===== config.mk =====
export PLATFORM = sky130hd
export DESIGN_NAME = wb_steer
export DESIGN_NICKNAME = d
export VERILOG_FILES = /design/src/rtl/wbc_pkg.sv /design/src/rtl/wbc_route.sv /design/src/rtl/wbc_window.sv /design/src/rtl/wbc_rfq.sv /design/src/rtl/wb_steer.sv
export SDC_FILE = /design/constraint.sdc
export NUM_CORES = 1
export LEC_CHECK = 0
export BUFFER_PORTS_ARGS = -buffer_cell sky130_fd_sc_hd__buf_2
export CAP_MARGIN = 10
export CELL_PAD_IN_SITES_DETAIL_PLACEMENT = 0
export CELL_PAD_IN_SITES_GLOBAL_PLACEMENT = 1
export CORE_ASPECT_RATIO = 1.25
export CORE_UTILIZATION = 46
export CTS_CLUSTER_SIZE = 24
export DETAILED_ROUTE_END_ITERATION = 16
export PLACE_DENSITY = 0.84
export SKIP_LAST_GASP = 1
export SLEW_MARGIN = 20
export SYNTH_ARGS = -nofsm -noshare
export SYNTH_HDL_FRONTEND = slang
export SYNTH_SLANG_ARGS = --single-unit

===== constraint.sdc =====
create_clock -name clk -period 4.96 [get_ports clk]
set_input_delay 0.496 -clock clk [delete_from_list [all_inputs] [get_ports clk]]
set_output_delay 0.496 -clock clk [all_outputs]
set_load 0.01 [all_outputs]

===== src/rtl/wbc_pkg.sv =====
package wbc_pkg;
  typedef enum logic [1:0] {
    PL_THRU = 2'd0,
    PL_BACK = 2'd1,
    PL_HINT = 2'd2,
    PL_ALT  = 2'd3
  } place_mode_e;

  typedef struct packed {
    logic to_buf;   // value lands in the bypass buffer
    logic rf_now;   // immediate register file write
    logic defer;    // owes a register file write when it leaves the window
  } route_t;
endpackage


===== src/rtl/wbc_route.sv =====
module wbc_route
  import wbc_pkg::*;
(
  input  logic [1:0] mode,
  input  logic [1:0] hint,
  output route_t     route
);
  always_comb begin
    unique case (place_mode_e'(mode))
      PL_BACK: route = '{to_buf: 1'b1, rf_now: 1'b0, defer: 1'b1};
      PL_HINT: route = '{to_buf: hint[1],
                         rf_now: hint[0] & ~hint[1],
                         defer:  hint[0] & hint[1]};
      default: route = '{to_buf: 1'b1, rf_now: 1'b1, defer: 1'b0};
    endcase
  end
endmodule


===== src/rtl/wbc_window.sv =====
// Sliding window of the last WIN accepted results (WIN >= 2).
// Slot 0 is the youngest entry, slot WIN-1 the oldest.
module wbc_window #(
  parameter int WIN    = 3,
  parameter int REG_W  = 5,
  parameter int DATA_W = 32
) (
  input  logic              clk,
  input  logic              rst,
  input  logic              push,
  input  logic              push_keep,   // the arriving result is stored somewhere
  input  logic              push_dirty,  // the arriving result owes a deferred write
  input  logic [REG_W-1:0]  push_reg,
  input  logic [DATA_W-1:0] push_data,
  output logic              ev_valid,
  output logic [REG_W-1:0]  ev_reg,
  output logic [DATA_W-1:0] ev_data
);
  localparam int LAST = WIN - 1;

  logic [WIN-1:0]    vld;
  logic [WIN-1:0]    dirty;
  logic [WIN-1:0]    hit;
  logic [REG_W-1:0]  regs [WIN];
  logic [DATA_W-1:0] vals [WIN];

  // A newer stored write to the same register supersedes the older entry.
  always_comb begin
    for (int i = 0; i < WIN; i++) begin
      hit[i] = push_keep && (regs[i] == push_reg);
    end
  end

  assign ev_valid = push && vld[LAST] && dirty[LAST] && !hit[LAST];
  assign ev_reg   = regs[LAST];
  assign ev_data  = vals[LAST];

  always_ff @(posedge clk) begin
    if (rst) begin
      vld   <= '0;
      dirty <= '0;
    end else if (push) begin
      vld[0]   <= 1'b1;
      dirty[0] <= push_dirty;
      for (int i = 1; i < WIN; i++) begin
        vld[i]   <= vld[i-1];
        dirty[i] <= dirty[i-1] & ~hit[i-1];
      end
    end
  end

  always_ff @(posedge clk) begin
    if (push) begin
      regs[0] <= push_reg;
      vals[0] <= push_data;
      for (int i = 1; i < WIN; i++) begin
        regs[i] <= regs[i-1];
        vals[i] <= vals[i-1];
      end
    end
  end
endmodule


===== src/rtl/wbc_rfq.sv =====
// Two-entry ordered queue in front of the register file write port.
// Entry A (deferred) is placed ahead of entry B (immediate).
module wbc_rfq #(
  parameter int REG_W  = 5,
  parameter int DATA_W = 32
) (
  input  logic              clk,
  input  logic              rst,
  input  logic              push_a,
  input  logic [REG_W-1:0]  a_reg,
  input  logic [DATA_W-1:0] a_data,
  input  logic              push_b,
  input  logic [REG_W-1:0]  b_reg,
  input  logic [DATA_W-1:0] b_data,
  input  logic              out_ready,
  output logic              out_valid,
  output logic [REG_W-1:0]  out_reg,
  output logic [DATA_W-1:0] out_data,
  output logic [1:0]        fill
);
  logic [1:0]        cnt, n_cnt;
  logic [REG_W-1:0]  r0, r1, n_r0, n_r1;
  logic [DATA_W-1:0] d0, d1, n_d0, n_d1;
  logic              pop;

  assign pop = (cnt != 2'd0) && out_ready;

  always_comb begin
    n_r0  = r0;
    n_d0  = d0;
    n_r1  = r1;
    n_d1  = d1;
    n_cnt = cnt;
    if (pop) begin
      n_r0  = r1;
      n_d0  = d1;
      n_cnt = cnt - 2'd1;
    end
    if (push_a) begin
      if (n_cnt == 2'd0) begin
        n_r0 = a_reg;
        n_d0 = a_data;
      end else begin
        n_r1 = a_reg;
        n_d1 = a_data;
      end
      n_cnt = n_cnt + 2'd1;
    end
    if (push_b) begin
      if (n_cnt == 2'd0) begin
        n_r0 = b_reg;
        n_d0 = b_data;
      end else begin
        n_r1 = b_reg;
        n_d1 = b_data;
      end
      n_cnt = n_cnt + 2'd1;
    end
  end

  always_ff @(posedge clk) begin
    if (rst) cnt <= 2'd0;
    else     cnt <= n_cnt;
  end

  always_ff @(posedge clk) begin
    r0 <= n_r0;
    d0 <= n_d0;
    r1 <= n_r1;
    d1 <= n_d1;
  end

  assign out_valid = (cnt != 2'd0);
  assign out_reg   = r0;
  assign out_data  = d0;
  assign fill      = cnt;
endmodule


===== src/rtl/wb_steer.sv =====
module wb_steer
  import wbc_pkg::*;
#(
  parameter int NUM_REGS = 32,
  parameter int DATA_W   = 32,
  parameter int WIN      = 3,
  localparam int REG_W   = $clog2(NUM_REGS)
) (
  input  logic              clk,
  input  logic              rst,
  input  logic [1:0]        mode,
  input  logic              res_valid,
  output logic              res_ready,
  input  logic [REG_W-1:0]  res_reg,
  input  logic [DATA_W-1:0] res_data,
  input  logic [1:0]        res_hint,
  output logic              buf_wr_en,
  output logic [REG_W-1:0]  buf_wr_reg,
  output logic [DATA_W-1:0] buf_wr_data,
  output logic              rf_wr_valid,
  input  logic              rf_wr_ready,
  output logic [REG_W-1:0]  rf_wr_reg,
  output logic [DATA_W-1:0] rf_wr_data
);
  route_t            route;
  logic              accept;
  logic              ev_valid;
  logic [REG_W-1:0]  ev_reg;
  logic [DATA_W-1:0] ev_data;
  logic [1:0]        fill;

  wbc_route u_route (
    .mode  (mode),
    .hint  (res_hint),
    .route (route)
  );

  // At most two writes can be queued per accepted result, so hold off
  // new results until the queue is sure to have room for both.
  assign res_ready = (fill == 2'd0) || ((fill == 2'd1) && rf_wr_ready);
  assign accept    = res_valid && res_ready;

  wbc_window #(.WIN(WIN), .REG_W(REG_W), .DATA_W(DATA_W)) u_win (
    .clk        (clk),
    .rst        (rst),
    .push       (accept),
    .push_keep  (route.to_buf | route.rf_now),
    .push_dirty (route.defer),
    .push_reg   (res_reg),
    .push_data  (res_data),
    .ev_valid   (ev_valid),
    .ev_reg     (ev_reg),
    .ev_data    (ev_data)
  );

  wbc_rfq #(.REG_W(REG_W), .DATA_W(DATA_W)) u_rfq (
    .clk       (clk),
    .rst       (rst),
    .push_a    (ev_valid),
    .a_reg     (ev_reg),
    .a_data    (ev_data),
    .push_b    (accept && route.rf_now),
    .b_reg     (res_reg),
    .b_data    (res_data),
    .out_ready (rf_wr_ready),
    .out_valid (rf_wr_valid),
    .out_reg   (rf_wr_reg),
    .out_data  (rf_wr_data),
    .fill      (fill)
  );

  always_ff @(posedge clk) begin
    if (rst) buf_wr_en <= 1'b0;
    else     buf_wr_en <= accept && route.to_buf;
  end

  always_ff @(posedge clk) begin
    if (accept) begin
      buf_wr_reg  <= res_reg;
      buf_wr_data <= res_data;
    end
  end
endmodule


==> results.md <==
* Number of flops mapped to enable cells by yosys at 111
* Seq/Total Area, Yosys at 0.626
* Critical path endpoint category: register
* Peak VDD IR at 266 uV
* # rows at 53
* Worst-skew pair later-pin latency at 0.43 ns
* Residual DRC at 0
* CTS Buffer Depth at 2
* TritonRoute pass-1 iters at 4
* WL/cell at 17.2 um
* F_max at 285 MHz
* Fin crit period at 3.51 ns
* Largest net degree at the start of global routing at 91
* Stages on the worst setup path at 11
* Max_cap viols at 0
* H-tree Lvls at 4
* Worst Tran Pin Value at 0.836 ns
* Post-synth top area share at 0.418
* Area growth syn-to-layout at 13.4%
* Nets at 696
* Clock transition at path regs at 0.07 ns
* Syn_area_per_cell at 14.2 um2
* CTS Hold Bufs at 0
* Crit path launch type: register
* Async S/R FF share, synth at 0
* Non-filler cells, final at 878
* Dominant synthesized flop cell: edfxtp_1
* Crit path max fanout at 48
* Vias in the first global route at 4701
* Mapped Area at 0.00797 mm2
* Final worst-path cycle share at 0.708
* Register bit total from synthesis at 194
* Hold Path Class: input port to register
* Endpoints failing setup at 0
* Avg Vias per Cell at 5.12
* DR iter-0 viols at 267
* Fin. max-slew vios at 0
* CTS Sinks at 194
* Critical path buffer and inverter count at 3
* Setup bufs post-CTS at 0
* Placer Congestion at 0.735
* Post-synth cell types at 35
* Vias at 4494
* Worst-path cell chain: inv_1 > ha_1 > nand2b_2 > o21ai_0 > inv_1 > ha_1 > mux2i_1 > ha_1 > nor2_4 > buf_4 > o21ai_0
* Core Area at 0.0169 mm2
* Tot GR Track Use at 0.179
* Antenna cell count at 0
* Pwr dens at 640 mW/mm2
* Die H at 149 um
* Synthesized Nets at 613
* TNS Setup at 0 ns
* Total power at 5.78 mW
* Critical Path RT at 5.24 ns
* Post-DP HPWL at 9680 um
* Post-Route Skew at 0.0103 ns
* Fraction of layout cells with a size suffix above 1 at 0.416
* Max reg flops at 65
* Detail Route Antenna Nets at 0
* Dpl cells at 846
* Status: finished, final reports clean
* Reg2Reg Depth at 11
* Root Buffer: clkbuf_16
* Setup CP Type: register to register
* CP delay by family, top: simple AND/OR/NAND/NOR gates
* Pleak at 3.42 nW
* Slew HR at 0.442
* Critical Path Start: u_rfq.fill[0]$_SDFF_PP0_
* IO buf count at 121
* Worst hold path depth at 1
* Cells after Synth at 562
* Most used cell, CP: ha_1
* Die area at 0.0179 mm2
* Arrival time worst endpoint at 3.79 ns
* Global-route wire length before repair at 24200 um
* Fin worst setup slack at 1.45 ns
* Drt total wl at 15100 um
* CP max stage delay at 0.52 ns
* Reg-to-Reg Start: u_rfq.fill[0]$_SDFF_PP0_
* Area leader, netlist: edfxtp_1
* Top cells by area, synth: edfxtp_1 (42%), dfxtp_1 (21%), mux2_2 (15%), mux2i_1 (4.9%), buf_4 (3.9%)
* Initial antenna violation count at 1
* Post-CTS Resized at 0
* Hold Violations, Final at 0
* Grt ovf at 0
* Dpl ws at 1.24 ns
* Num CTS Buffers at 17
* IO Pins at 122
* CTS tree: built
* Die Span X at 120 um
* Initial core utilization at 0.472
* Biggest register: u_win.vals
* Ys Warns at 0
* CP max-delay cell: buf_4
* RSZ-0062 raised after global routing: false
* Worst hold start: res_data[22]
worst paths after layout:
check        slack [ns]                     endpoint
min reg2reg        0.41  u_win.vals[0][87]$_DFFE_PN_
max reg2reg        1.45          u_rfq.r1[2]$_DFF_P_
max                1.45          u_rfq.r1[2]$_DFF_P_
min                0.27    buf_wr_data[22]$_DFFE_PN_
where the power goes:
| group | leakage [nW] | switching, mW | internal, mW |
|---|---|---|---|
| Sequential | 1.76 | 0.283 | 2.40 |
| Combinational | 1.40 | 0.914 | 0.899 |
| Clock | 0.262 | 0.594 | 0.695 |
placed cells by master (no fill, tap or decap), types with 2 or more instances in the layout:
cell / n
buf_2: 121
edfxtp_1: 111
mux2_2: 108
dfxtp_1: 83
nand2_1: 48
mux2i_1: 39
o21ai_0: 38
clkbuf_16: 17
xor2_1: 10
inv_1: 7
xnor2_1: 7
nor2_1: 7
a21oi_1: 6
ha_1: 6
buf_4: 5
nand4_1: 4
nand3_1: 3
mux2_4: 3
clkinv_4: 3
clkinv_2: 3
clkbuf_1: 3
clkinvlp_4: 3
nor3_1: 2
o311ai_0: 2
metal layers:
layer | share of wire | global-route usage | vias up | wire length (um)
li1 | - | - | 2168 | -
met1 | 0.45 | 0.226 | 2195 | 6850
met2 | 0.49 | 0.292 | 112 | 7380
met3 | 0.036 | 0.0443 | 19 | 547
met4 | 0.021 | 0.0775 | 0 | 323
met5 | 0 | 0 | - | 0
area by class of cell:
| class | instances | area [um2] |
|---|---|---|
| Tap cell | 220 | 275 |
| Inverter | 8 | 35.0 |
| Multi-Input combinational cell | 298 | 2540 |
| Clock buffer | 20 | 437 |
| Timing Repair Buffer | 126 | 643 |
| Clock inverter | 12 | 111 |
| Fill cell | 1414 | 7870 |
| Sequential cell | 194 | 4990 |
synth_stat cells, drive strengths merged, types with 2 or more instances:
library cell,instances
inv,8
buf,51
clkbuf,11
dfxtp,83
nand4,4
o311ai,2
a31oi,2
o21ai,38
nor3,3
ha,6
mux2,111
xor2,10
edfxtp,111
nand2b,2
a21oi,6
nand2,48
xnor2,7
nand3,3
mux2i,40
nor2,8
per-stage QoR:
step	utilization	hold slack (ns)	instance area [um2]
2_1_floorplan	-	0.400	7970
3_3_place_gp	0.502	0.400	8480
3_5_place_dp	0.502	0.405	8480
4_1_cts	0.534	0.250	9030
5_1_grt	0.535	0.251	9040
6_report	0.535	0.273	9040
logic make-up after synthesis:
family | synth area share
AOI/OAI and AO/OA | 0.0391
muxes | 0.210
buffers and inverters | 0.0592
xor gates and xnor gates | 0.0187
adders and majority gates | 0.00941
DFF | 0.626
and+or+nand+nor | 0.0373
worst reg2reg max path, delay by kind of cell (launching register included):
family / cells / cell delay (ns)
buffers and inverters: 3 / 0.70
adder cells (fa/ha/maj): 3 / 0.80
AND/OR/NAND/NOR: 2 / 0.85
flip-flops: 1 / 0.36
multiplexers: 1 / 0.10
AO/OA/AOI/OAI: 2 / 0.56
Note: power is estimated with default switching activity, not from simulation.
